===== config.mk =====
export PLATFORM = sky130hd
export DESIGN_NAME = aux_sense_timer
export DESIGN_NICKNAME = d
export VERILOG_FILES = /design/src/rtl/aux_sense_timer.sv
export SDC_FILE = /design/constraint.sdc
export NUM_CORES = 1
export LEC_CHECK = 0
export ABC_AREA = 1
export BUFFER_PORTS_ARGS = -buffer_cell sky130_fd_sc_hd__buf_2
export CAP_MARGIN = 20
export CORE_MARGIN = 2
export CORE_UTILIZATION = 35
export DETAILED_ROUTE_END_ITERATION = 10
export HOLD_SLACK_MARGIN = 0.03
export SLEW_MARGIN = 20
export SYNTH_ARGS = -nofsm -noshare
export SYNTH_HDL_FRONTEND = slang
export SYNTH_SLANG_ARGS = --single-unit

===== constraint.sdc =====
create_clock -name clk -period 1.6 [get_ports clk]
set_input_delay 0.24 -clock clk [delete_from_list [all_inputs] [get_ports clk]]
set_output_delay 0.24 -clock clk [all_outputs]
set_load 0.02 [all_outputs]

===== src/rtl/aux_sense_timer.sv =====
module aux_sense_timer #(
  parameter int SW          = 10,
  parameter int CW          = 12,
  parameter int BLANK_LONG  = 18,
  parameter int BLANK_SHORT = 10,
  parameter int ZC_OFS      = 50
) (
  input  logic          clk,
  input  logic          rst_n,
  input  logic          gate,
  input  logic          fb_high,
  input  logic          fb_low,
  input  logic [SW-1:0] vs_code,
  output logic [SW-1:0] smp_word,
  output logic          smp_vld,
  output logic [CW-1:0] dis_cycles,
  output logic [CW-1:0] per_cycles,
  output logic          ccm_flag
);

  localparam logic [CW-1:0] BL_L = CW'(BLANK_LONG);
  localparam logic [CW-1:0] BL_S = CW'(BLANK_SHORT);
  localparam logic [CW-1:0] CMAX = {CW{1'b1}};
  localparam int            BMIN = (BLANK_LONG < BLANK_SHORT) ? BLANK_LONG : BLANK_SHORT;

  typedef enum logic [1:0] {S_WAIT, S_BLANK, S_DISCH, S_DONE} st_t;

  st_t           st;
  logic          gate_q, long_sel;
  logic [CW-1:0] tmr, per, blen, dis_r;
  logic [SW-1:0] hold;

  wire rise = gate & ~gate_q;
  wire fall = ~gate & gate_q;
  wire [SW:0] vs_plus = {1'b0, vs_code} + (SW+1)'(ZC_OFS);
  wire zc = {1'b0, hold} > vs_plus;
  wire pub = (st == S_DISCH) || (st == S_DONE);

  always_ff @(posedge clk or negedge rst_n) begin
    if (!rst_n) begin
      st <= S_WAIT;
      gate_q <= 1'b0;
      long_sel <= 1'b1;
      tmr <= '0;
      per <= '0;
      blen <= BL_L;
      dis_r <= '0;
      hold <= '0;
      smp_word <= '0;
      smp_vld <= 1'b0;
      dis_cycles <= '0;
      per_cycles <= '0;
      ccm_flag <= 1'b0;
    end else begin
      gate_q <= gate;
      smp_vld <= 1'b0;
      if (fb_high) long_sel <= 1'b1;
      else if (fb_low) long_sel <= 1'b0;
      if (per != CMAX) per <= per + 1'b1;
      if (tmr != CMAX) tmr <= tmr + 1'b1;
      if (rise) begin
        per <= CW'(1);
        st <= S_WAIT;
        if (pub) begin
          smp_vld <= 1'b1;
          smp_word <= hold;
          per_cycles <= per;
          dis_cycles <= (st == S_DONE) ? dis_r : tmr;
          ccm_flag <= (st == S_DISCH);
        end
      end else if (fall) begin
        st <= S_BLANK;
        tmr <= CW'(1);
        blen <= long_sel ? BL_L : BL_S;
      end else begin
        case (st)
          S_BLANK: if (tmr == blen) begin
            hold <= vs_code;
            st <= S_DISCH;
          end
          S_DISCH: if (zc) begin
            dis_r <= tmr;
            st <= S_DONE;
          end
          default: ;
        endcase
      end
    end
  end

  AST_VLD_PULSE: assert property (@(posedge clk) disable iff (!rst_n)
    smp_vld |=> !smp_vld);
  AST_WORD_HOLDS: assert property (@(posedge clk) disable iff (!rst_n)
    !smp_vld |-> $stable(smp_word) && $stable(dis_cycles) && $stable(per_cycles));
  AST_MODE_KEEP: assert property (@(posedge clk) disable iff (!rst_n)
    (!fb_high && !fb_low) |=> $stable(long_sel));
  AST_MODE_LONG: assert property (@(posedge clk) disable iff (!rst_n)
    fb_high |=> long_sel);
  AST_DIS_AFTER_BLANK: assert property (@(posedge clk) disable iff (!rst_n)
    smp_vld |-> dis_cycles > CW'(BMIN));
  AST_DIS_IN_PERIOD: assert property (@(posedge clk) disable iff (!rst_n)
    smp_vld |-> dis_cycles <= per_cycles);

endmodule


; Word-level counts from Yosys, hierarchy flattened
; Index checks and enable logic that the tools add are counted.
[classes]
addsub = 3
n_bitwise = 6
eq_ne = 8
magnitude_cmp = 1
n_mux = 16
reduce_logical = 9
[op_table]
columns = op, count
row1 = 2-to-1 mux 12 bit, 6
row2 = "adder 12 x 1 -> 12 bit, second input constant", 2
row3 = "!= test 12 bit, second input constant", 2
row4 = equality test 12 bit, 1
row5 = "adder 10 x 6 -> 11 bit, second input constant", 1
row6 = greater-than comparator 10 x 11 -> 1 bit, 1
row7 = 2-to-1 mux 2 bit, 4
row8 = "!= test 4 bit, second input constant", 2
row9 = AND reduction 4 bit, 2
row10 = 2-to-1 mux 5 bit, 1
row11 = "equality test 2 bit, second input constant", 2
row12 = 2-to-1 mux 1 bit, 4
row13 = inverter 1 bit, 4
row14 = one-hot mux 2 bit (2 select lines), 1
row15 = AND reduction 2 bit, 2
row16 = nonzero test 2 bit, 2
row17 = nonzero test 4 bit, 1
row18 = AND reduction 3 bit, 1
row19 = AND 1 bit, 2
row20 = "equality test 2 x 1 -> 1 bit, second input constant", 1
row21 = logical OR 1 bit, 1
[word_totals]
reg_bits = 98
output_inout_bits = 36
word_cells = 56
input_bits = 15

; Longest topological paths before layout
[depth]
depth_word = 6
depth_mapped = 18
depth_no_buf = 18

; Worst setup path after synthesis
; OpenSTA, ideal clock, no wires.
[synth_timing]
path_type = input -> register
from = input port vs_code[1]
to = register dis_r[7]
arrival_ns = 1.871
t_required_ns = 1.474
cell_stages = 15
setup_time_ns = 0.126
slack_ns = -0.397
path_cell_list = ha_1 nand2_1 nand2_1 nand2_1 nor3_1 xor2_1 ha_1 nand4_1 nor4_1 nor2_1 nand2_2 nor2_4 buf_4 nand2_1 o21ai_0
[synth_via]
elab_chain_cells = 3
[synth_lines]
columns = element, line
row1 = "start, declared", 13  ; input logic [SW-1:0] vs_code,
row2 = adder 10 x 6 -> 11 bit, 35  ; wire [SW:0] vs_plus = {1'b0, vs_code} + (SW+1)'(ZC_OFS);
row3 = greater-than comparator 10 x 11 -> 1 bit, 36  ; wire zc = {1'b0, hold} > vs_plus;
row4 = AND reduction 4 bit (no source line), --
row5 = "end signal, assigned", 82  ; dis_r <= tmr;
row6 = "end, declared", 30  ; logic [CW-1:0] tmr, per, blen, dis_r;
; No other way between the ends.
; A chain may end at the register's enable or synchronous reset.

; Final worst setup path
; Ends and elaborated chain as after synthesis.

==> flow_metrics.tcl <==
set metrics [dict create \
    fmax_mhz 543 \
    path_cells "buf_8 > ha_4 > nand2_4 > nand2_2 > nand2_2 > nor3_2 > xor2_1 > ha_1 > nand4_1 > nor4_4 > nor2_2 > nand2_4 > nor2_4 > buf_6 > nand2_2 > o21ai_2" \
    layout_common_cells "86 x dfrtp_1, 73 x buf_4, 67 x nand2_1" \
    crit_type "input port to flip-flop" \
    first_iter_violations 143 \
    drt-wirelength-per-cell_um 13.0 \
    post-route-util 0.507 \
    cts-root-buf "clkbuf_16" \
    rsz0062_at_grt "true" \
    synth.ff_latch_count 88 \
    pin_count 51 \
    hold_viol_final 0 \
    design_area_um2 6120 \
    grt_usage 0.160 \
    violations "negative setup slack" \
    initial_core_util 0.359 \
    met1_usage 0.217 \
    synth_top_area_share 0.497 \
    grt.busiest_layer "met2" \
    synth_area_um2 4330 \
    seqCellArea_um2 2200 \
    area_delta_synth_final_pct 41.4 \
    timing.final.ws_setup_ns -0.243 \
    vias 3820 \
    antenna_found_initial 0 \
    ys.flop_type "dfrtp_1" \
    gp_congestion 0.848 \
    final_nets 663 \
    syn_area_per_cell_um2 8.67 \
    setup_tns_ns -2.76 \
    grt_max_degree 42 \
    timing.critical_path.buf_inv 2 \
    numCtsBuffers 9 \
    multiInputGateArea_um2 2090 \
    die_w_um 115 \
    fill_cells 1104 \
    p_leak_nw 2.97 \
    synth_edf_count 0 \
    ys_warn_count 0 \
    slew_headroom 0.787 \
    drtPass1Iterations 4 \
    status "finished, violations left" \
    ys_seq_area_frac 0.510 \
    fp.dieH_um 115 \
    clock_latency_ns 0.34 \
    min_period_over_period 1.15 \
    grt_pass1_wl_um 16900 \
    final_antenna_net_count 0 \
    die_area_um2 13300 \
    fin_crit_ns 1.84 \
    path_max_fanout 7 \
    cp-end-kind "flip-flop" \
    slew_viol_final 0 \
    ctsLongestPathBuffers 2 \
    cap_violations 0 \
    hpwl_um 7130 \
    rows 40 \
    coreArea_um2 12100 \
    drcViolationCount 0 \
    met3_usage 0.0311 \
    cts_tree "done" \
    port_buffers 50 \
    ys_top_cells_by_area "dfrtp_1 50%, nand2_1 7.5%, inv_1 6.1%, ha_1 5.5%, a21oi_1 5.0%" \
    setup_viol 14 \
    synth_nets 533 \
    hp-class "input port to flip-flop" \
    place_ws_ns -0.750 \
    yosysTopAreaCell "dfrtp_1" \
    drive_gt1_frac 0.361 \
    cts_max_level 3 \
    grtUsageMet2 0.254 \
    power_density_nw_per_um2 1480 \
    antennaDiodeCount 0 \
    drt-vias-per-instance 4.76 \
    peakVddDrop_mv 0.610 \
    cp_slowest_cell "ha_1" \
    grt_pass1_vias 3709 \
    skew_ns 0.00583 \
    hp-start "fb_low" \
    worst_setup_path_start_kind "input port" \
    worst_ep_required_time_ns 1.83 \
    ys_types 39 \
    cts_sinks 88 \
    tightestPinTransition_ns 0.318 \
    final_common_cell "dfrtp_1" \
    grt-ovfl-total 0 \
    crit_start "vs_code[1]" \
    routed_wirelength_um 10400 \
    arrival_ns 2.08 \
    async_reset_ff_frac 1.00 \
    synthCells 499 \
    cpPeakStageDelay_ns 0.30 \
    critPathTopFamily "simple AND/OR/NAND/NOR gates" \
    r2r-start "hold[4]$_DFFE_PN0P_" \
    crit_top_cell "nand2_2" \
    dpl_cell_area_um2 5310 \
    path_clk_slew_ns 0.07 \
    total_power_mw 9.06 \
]
-- worst paths after layout --
kind	slack, ns	endpoint	cells past startpoint
worst max-delay path	-0.24	dis_r[7]$_DFFE_PN0P_	16
worst min-delay path	0.04	long_sel$_DFFE_PN1P_	2
worst max register to register	-0.23	dis_r[7]$_DFFE_PN0P_	10
worst min register to register	0.47	ccm_flag$_DFFE_PN0P_	2
max in group asynchronous	0.74	hold[1]$_DFFE_PN0P_	3
min in group asynchronous	0.33	dis_cycles[7]$_DFFE_PN0P_	2
-- where the power goes --
| part | leakage, nW | internal [mW] | switching [mW] |
|---|---|---|---|
| combinational | 1.72 | 1.46 | 1.94 |
| sequential | 1.08 | 2.89 | 0.383 |
| clock | 0.166 | 1.44 | 0.942 |
-- sequential cells by signal (all words and copies together), names as in the netlist --
name,count
tmr,12
st,2
smp_vld,1
hold,10
smp_word,10
long_sel,1
per,12
dis_r,12
blen,2
gate_q,1
per_cycles,12
ccm_flag,1
dis_cycles,12
-- timing repair --
item,4_1_cts,5_1_grt
setup endpoints to repair,23,71
buffers inserted,3,8
pin swaps,14,24
hold buffers,1,0
resized for setup,29,48
gates cloned,2,2
endpoints found under the hold margin,20,0
-- per-layer routing --
layer  vias to the layer above  share of wire
met1                      1850           0.47
met5                         -              0
met4                         0          0.018
li1                       1889              -
met2                        66           0.48
met3                        15          0.030
-- Yosys cell counts, types with 2 or more instances --
library cell and instances:
buf_2 9, dfrtp_1 86, clkbuf_1 4, a31oi_1 2
o22ai_1 3, nor2_2 4, inv_1 70, inv_2 2
nor3_1 14, nand2_1 86, ha_1 19, mux2_2 10
o21ai_1 10, a21oi_1 43, buf_1 2, nand4_1 2
a211oi_2 2, nor4_1 4, nand3_1 18, nand2_2 3
a211oi_1 2, nor2_1 48, o21ai_0 35, dfstp_2 2
xor2_1 5
-- metrics by stage --
| stage | hold slack (ns) | std cells |
|---|---|---|
| finish | 0.0405 | 802 |
| global route | 0.0464 | 802 |
| CTS | 0.0305 | 792 |
| detailed placement | 0.162 | 770 |
| global placement | 0.170 | 770 |
| floorplan | -0.0556 | 499 |
-- cell families after synthesis --
group                    after synthesis  synth area share
AO/OA/AOI/OAI                        102             0.127
XOR/XNOR                               6            0.0121
adder cells (fa/ha/maj)               19            0.0549
buffers and inverters                 88            0.0798
flip-flops                            88             0.510
multiplexers                          10            0.0260
AND/OR/NAND/NOR                      186             0.190
-- cell type report --
| type | instances | area share |
|---|---|---|
| inverter | 72 | 0.0442 |
| timing repair buffer | 133 | 0.164 |
| multi-input combinational | 325 | 0.341 |
| clock buffer | 10 | 0.0391 |
| clock inverter | 6 | 0.0160 |
| sequential | 88 | 0.360 |
| tap | 168 | 0.0344 |
Note: power is estimated with default switching activity, not from simulation.
